**config.mk**
```make
export PLATFORM = sky130hd
export DESIGN_NAME = gpio_port
export DESIGN_NICKNAME = d
export VERILOG_FILES = /design/src/rtl/gpio_port_pkg.sv /design/src/rtl/gpio_port_sync.sv /design/src/rtl/gpio_port_regs.sv /design/src/rtl/gpio_port_pinctl.sv /design/src/rtl/gpio_port.sv
export SDC_FILE = /design/constraint.sdc
export NUM_CORES = 1
export LEC_CHECK = 0
export CELL_PAD_IN_SITES_DETAIL_PLACEMENT = 1
export CELL_PAD_IN_SITES_GLOBAL_PLACEMENT = 1
export CORE_MARGIN = 2
export CORE_UTILIZATION = 31
export CTS_BUF_LIST = sky130_fd_sc_hd__clkbuf_2
export DETAILED_ROUTE_END_ITERATION = 7
export PLACE_DENSITY_LB_ADDON = 0.1
export SLEW_MARGIN = 20
export SYNTH_ARGS = -nofsm -noshare
export SYNTH_HDL_FRONTEND = slang
export SYNTH_SLANG_ARGS = --single-unit
```
**constraint.sdc**
```tcl
create_clock -name clk -period 1.7 [get_ports clk]
set_clock_uncertainty 0.15 [all_clocks]
set_input_delay 0.34 -clock clk [delete_from_list [all_inputs] [get_ports clk]]
set_output_delay 0.34 -clock clk [all_outputs]
set_load 0.02 [all_outputs]
```
**src/rtl/gpio_port_pkg.sv**
```systemverilog
package gpio_port_pkg;
  localparam int MODE_W = 3;

  localparam logic [15:0] ADR_DIR_DEF = 16'hFEBC;
  localparam logic [15:0] ADR_DAT_DEF = 16'hFF6C;
  localparam logic [15:0] ADR_PIN_DEF = 16'hFF5C;
  localparam logic [15:0] ADR_PUL_DEF = 16'hFF73;

  // Modes 4..6 hand the pins to the external data bus.
  function automatic logic mode_is_xbus(input logic [MODE_W-1:0] m);
    return (m >= MODE_W'(4)) && (m <= MODE_W'(6));
  endfunction
endpackage

```
**src/rtl/gpio_port_sync.sv**
```systemverilog
module gpio_port_sync #(
  parameter int W      = 8,
  parameter int STAGES = 2
) (
  input  logic         clk,
  input  logic         rst_n,
  input  logic         clr,
  input  logic [W-1:0] d,
  output logic [W-1:0] q
);
  logic [STAGES-1:0][W-1:0] stg_q;
  logic [STAGES-1:0][W-1:0] stg_d;

  always_comb begin
    stg_d[0] = clr ? '0 : d;
    for (int i = 1; i < STAGES; i++) begin
      stg_d[i] = clr ? '0 : stg_q[i-1];
    end
  end

  always_ff @(posedge clk or negedge rst_n) begin
    if (!rst_n) begin
      stg_q <= '0;
    end else begin
      stg_q <= stg_d;
    end
  end

  assign q = stg_q[STAGES-1];
endmodule

```
**src/rtl/gpio_port_regs.sv**
```systemverilog
module gpio_port_regs #(
  parameter int          DW      = 8,
  parameter int          AW      = 16,
  parameter logic [AW-1:0] ADR_DIR = 16'hFEBC,
  parameter logic [AW-1:0] ADR_DAT = 16'hFF6C,
  parameter logic [AW-1:0] ADR_PUL = 16'hFF73
) (
  input  logic          clk,
  input  logic          rst_n,
  input  logic          hstby,
  input  logic          wr,
  input  logic [AW-1:0] addr,
  input  logic [DW-1:0] wdata,
  output logic [DW-1:0] dir_q,
  output logic [DW-1:0] dat_q,
  output logic [DW-1:0] pul_q
);
  logic          wr_dir, wr_dat, wr_pul, reg_en;
  logic [DW-1:0] dir_d, dat_d, pul_d;

  assign wr_dir = wr && (addr == ADR_DIR);
  assign wr_dat = wr && (addr == ADR_DAT);
  assign wr_pul = wr && (addr == ADR_PUL);
  assign reg_en = hstby || wr_dir || wr_dat || wr_pul;

  always_comb begin
    dir_d = dir_q;
    dat_d = dat_q;
    pul_d = pul_q;
    if (hstby) begin
      dir_d = '0;
      dat_d = '0;
      pul_d = '0;
    end else begin
      if (wr_dir) dir_d = wdata;
      if (wr_dat) dat_d = wdata;
      if (wr_pul) pul_d = wdata;
    end
  end

  always_ff @(posedge clk or negedge rst_n) begin
    if (!rst_n) begin
      dir_q <= '0;
      dat_q <= '0;
      pul_q <= '0;
    end else if (reg_en) begin
      dir_q <= dir_d;
      dat_q <= dat_d;
      pul_q <= pul_d;
    end
  end
endmodule

```
**src/rtl/gpio_port_pinctl.sv**
```systemverilog
module gpio_port_pinctl
  import gpio_port_pkg::*;
#(
  parameter int          DW      = 8,
  parameter int          AW      = 16,
  parameter logic [AW-1:0] ADR_DAT = 16'hFF6C,
  parameter logic [AW-1:0] ADR_PIN = 16'hFF5C,
  parameter logic [AW-1:0] ADR_PUL = 16'hFF73
) (
  input  logic              clk,
  input  logic              rst_n,
  input  logic [MODE_W-1:0] mode,
  input  logic [DW-1:0]     dir_q,
  input  logic [DW-1:0]     dat_q,
  input  logic [DW-1:0]     pul_q,
  input  logic [DW-1:0]     pin_sync,
  input  logic              xbus_oe,
  input  logic [DW-1:0]     xbus_do,
  input  logic              rd,
  input  logic [AW-1:0]     addr,
  output logic [DW-1:0]     pin_oe,
  output logic [DW-1:0]     pin_out,
  output logic [DW-1:0]     pin_pu,
  output logic [DW-1:0]     rdata
);
  logic          xbus;
  logic [DW-1:0] sw_out;
  logic [DW-1:0] pin_view;
  logic [DW-1:0] rd_mux;
  logic [DW-1:0] rdata_d;

  assign xbus   = mode_is_xbus(mode);
  assign sw_out = xbus ? '0 : dir_q;

  assign pin_oe  = xbus ? {DW{xbus_oe}} : dir_q;
  assign pin_out = xbus ? xbus_do : dat_q;
  assign pin_pu  = xbus ? '0 : (~dir_q & pul_q);

  assign pin_view = (sw_out & dat_q) | (~sw_out & pin_sync);

  always_comb begin
    if (addr == ADR_DAT)      rd_mux = dat_q;
    else if (addr == ADR_PUL) rd_mux = pul_q;
    else if (addr == ADR_PIN) rd_mux = pin_view;
    else                      rd_mux = '0;  // direction address and unmapped
    rdata_d = rd ? rd_mux : '0;
  end

  always_ff @(posedge clk or negedge rst_n) begin
    if (!rst_n) rdata <= '0;
    else        rdata <= rdata_d;
  end
endmodule

```
**src/rtl/gpio_port.sv**
```systemverilog
module gpio_port
  import gpio_port_pkg::*;
#(
  parameter int          DW          = 8,
  parameter int          AW          = 16,
  parameter int          SYNC_STAGES = 2,
  parameter logic [AW-1:0] ADR_DIR   = ADR_DIR_DEF,
  parameter logic [AW-1:0] ADR_DAT   = ADR_DAT_DEF,
  parameter logic [AW-1:0] ADR_PIN   = ADR_PIN_DEF,
  parameter logic [AW-1:0] ADR_PUL   = ADR_PUL_DEF
) (
  input  logic              clk,
  input  logic              por_n,
  input  logic              hstby,
  input  logic              mrst,
  input  logic              sstby,
  input  logic [MODE_W-1:0] mode,
  input  logic [AW-1:0]     addr,
  input  logic [DW-1:0]     wdata,
  input  logic              wr,
  input  logic              rd,
  output logic [DW-1:0]     rdata,
  input  logic [DW-1:0]     pin_in,
  output logic [DW-1:0]     pin_oe,
  output logic [DW-1:0]     pin_out,
  output logic [DW-1:0]     pin_pu,
  input  logic              xbus_oe,
  input  logic [DW-1:0]     xbus_do,
  output logic [DW-1:0]     xbus_di
);
  logic          rst_sync_n;
  logic          sync_clr;
  logic [DW-1:0] pin_sync;
  logic [DW-1:0] dir_q, dat_q, pul_q;

  // Power-on reset: asserted asynchronously, released on the clock.
  gpio_port_sync #(.W(1), .STAGES(2)) u_rst_sync (
    .clk(clk), .rst_n(por_n), .clr(1'b0), .d(1'b1), .q(rst_sync_n)
  );

  assign sync_clr = hstby || mrst || sstby;

  gpio_port_sync #(.W(DW), .STAGES(SYNC_STAGES)) u_pin_sync (
    .clk(clk), .rst_n(rst_sync_n), .clr(sync_clr), .d(pin_in), .q(pin_sync)
  );

  gpio_port_regs #(
    .DW(DW), .AW(AW), .ADR_DIR(ADR_DIR), .ADR_DAT(ADR_DAT), .ADR_PUL(ADR_PUL)
  ) u_regs (
    .clk(clk), .rst_n(rst_sync_n), .hstby(hstby), .wr(wr), .addr(addr),
    .wdata(wdata), .dir_q(dir_q), .dat_q(dat_q), .pul_q(pul_q)
  );

  gpio_port_pinctl #(
    .DW(DW), .AW(AW), .ADR_DAT(ADR_DAT), .ADR_PIN(ADR_PIN), .ADR_PUL(ADR_PUL)
  ) u_pinctl (
    .clk(clk), .rst_n(rst_sync_n), .mode(mode), .dir_q(dir_q), .dat_q(dat_q),
    .pul_q(pul_q), .pin_sync(pin_sync), .xbus_oe(xbus_oe), .xbus_do(xbus_do),
    .rd(rd), .addr(addr), .pin_oe(pin_oe), .pin_out(pin_out), .pin_pu(pin_pu),
    .rdata(rdata)
  );

  assign xbus_di = pin_sync;
endmodule

```
==> metrics.cfg <==
[final_layout]
fin_area_um2=4587
area_delta_synth_final_pct=70.04
fin_util=0.5338
nets=501
fin_cells=559
diodes=0
fill_cells=988
drive_gt1_frac=0.4058

[global_route]
grt_start_max_net_pins=49
grt_pass1_wl_um=16990
antenna_found_initial=0
grt.overflow.total=0
grtUsageTotal=0.2263
grt_pass1_vias=3100

[yosys]
ys_seq_area_frac=0.4638
synthMuxAreaShare=0
synthMostInstantiatedCell=dfrtp_1
avgSynthCellArea_um2=9.270
synth_top_family_by_area=simple AND/OR/NAND/NOR gates
synth_cells=291
synth_xor_area_frac=0
ys_warn_count=0
synth-simple-area-share=0.2945
yosysTopAreaCell=dfrtp_1
synth_ff_type=dfrtp_1
synth-seq-cells=50
synth_fp_nets=342
syn_area_um2=2698
ys_top_cells_by_count=50 x dfrtp_1, 42 x nand2_1, 35 x nand3_1, 24 x a21oi_1, 24 x o21ai_0
synth_edf_count=0
ys_types=37
synthTopCellsByArea=dfrtp_1 46%, nand3_1 6.5%, nand2_1 5.8%, a21oi_1 4.5%, o21ai_0 4.5%
synthArstFlopShare=1.000
synthAdderAreaFrac=0
synth-compound-area-share=0.1809
yosys.area.top_type_share=0.4638

[clock_tree]
clock_path_buffers=2
htree_num_levels=2
cts_sinks=50
clkLatencyLatePin_ps=460
cts_made_buffers=5
clk_pin_slew_worst_paths_ps=260
root_buffer=clkbuf_2
tritoncts=built

[power_and_ir_drop]
p_sw_frac=0.2706
total_power_mw=2.298
p_clk_frac=0.284
internal_power_mw=1.676
seqPwrFrac=0.524
ir_worst_vdd_uv=325.3
netSwitchingPower_uw=622.0
power.density_nw_per_um2=501.1
leakagePower_nw=2.126
p_comb_frac=0.192

[sta]
finalHoldViolCount=0
setup_tns_ps=-1870
drv_slew=0
fin_crit_sh=1.111
fin_crit_ps=1888
finalSetupViolCount=16
timing.hold.ws_ps=108.0
rsz0062_at_grt=true
max_freq_mhz=529.6
setup_ws_ps=-188.2

[drt]
drt_first_pass_iters=4
wl_um=10660
wl_per_cell_um=19.06
postRouteAntennaNets=0
drt-vias-per-instance=5.234
via_count=2926
drc=0
drt_iter0_drc=150

[min_path]
hold_path.class=reg2async

[placed_design]
place_area_um2=4053
hpwl_um=7577
dpl.cell_count=521
pre_cts_slack_ps=-877.7
numPortBuffers=90
gp_congestion=0.8704

[floorplanning]
dieWidth_um=97.29
ios=91
fp.dieArea_um2=9464
core.rowCount=34
die_h_um=97.29
core_um2=8593
start_util=0.3139

[setup_path]
critPathKind=reg2out
worstPathArrival_ps=1400
start_kind=flop
cp.required_ps=1210
worstPathMaxFanout=2
ff2ff_path_depth=6
endpoint_kind=output pin

[run]
maxCapViolations=0

[outcome]
violations=negative setup slack
status=finished, violations left

-- layout make-up --
cell class / instances / area [µm²] / area share
tap: 108 / 135.1 / 0.02946
multi-input combinational: 216 / 1461 / 0.3186
inverter: 1 / 3.754 / 0.0008183
clock buffer: 5 / 25.02 / 0.005456
timing repair buffer: 176 / 1665 / 0.3631
clock inverter: 3 / 40.04 / 0.008729
sequential: 50 / 1256 / 0.2739
-- cells in the final DEF (no fill, tap or decap), drive strengths merged, types with 9 or more instances in the layout --
master         netlist  layout
buf                 15     116
clkdlybuf4s50        0      47
dfrtp               50      50
nand2               42      42
a21oi               24      24
and2                18      18
and3                10      10
clkbuf               8      12
nor3b                9       9
a21boi               9       9
nand3               38      38
o21ai               24      24
-- worst paths after layout --
check | start | to | slack [ps]
hold reg to reg | u_rst_sync.q | u_regs.dat_q[7] | 110
setup reg to reg | u_regs.dir_q[4] | u_pinctl.rdata[4] | 110
setup / recovery | u_regs.dir_q[4] | pin_oe[4] | -190
max in group asynchronous | por_n | u_rst_sync.q | 880
hold / removal | u_rst_sync.q | u_regs.dat_q[7] | 110
min in group clk | pin_in[3] | u_pin_sync.stg_q[3] | 240
-- routing by layer --
metal,GRT usage,wire length (µm),share of wire
met5,0,0,0
met4,0.05128,158,0.015
met3,0.03022,421,0.040
met2,0.3787,5349,0.50
met1,0.3139,4727,0.44
-- state kept, by name, summed over array words and instances, names as in the netlist --
signal / cells
u_pin_sync.q: 8
u_pin_sync.stg_q: 8
u_pinctl.rdata: 8
u_regs.dat_q: 8
u_regs.dir_q: 8
u_regs.pul_q: 8
u_rst_sync.q: 1
u_rst_sync.stg_q: 1
-- power by group through the flow --
stage	clock, mW	combinational, mW	sequential [mW]
final	0.653	0.442	1.20
after CTS	0.663	0.425	1.20
after detailed placement	0	0.367	1.22
after global routing	0.713	0.473	1.21
after global placement	0	0.363	1.22
after floorplan	0	0.116	1.24
-- kinds of logic after synthesis --
logic type,after synthesis
compound gates,82
buf+inv,25
flops,50
other cells,1
simple gates,133
-- worst max-delay path: stages, from the launching register on --
cell,delay (ps)
dfrtp_1,460
buf_4,140
buf_6,120
nand2_2,50
nand2_2,60
buf_6,130
-- what timing repair did --
item	in CTS	in global routing
buffers inserted	21	9
hold buffers	1	0
endpoints found under the hold margin	2	0
pin swaps	16	8
setup endpoints to repair	42	50
gates cloned	1	0
gates resized for setup	235	43
Power figures use the tool's default switching activity.
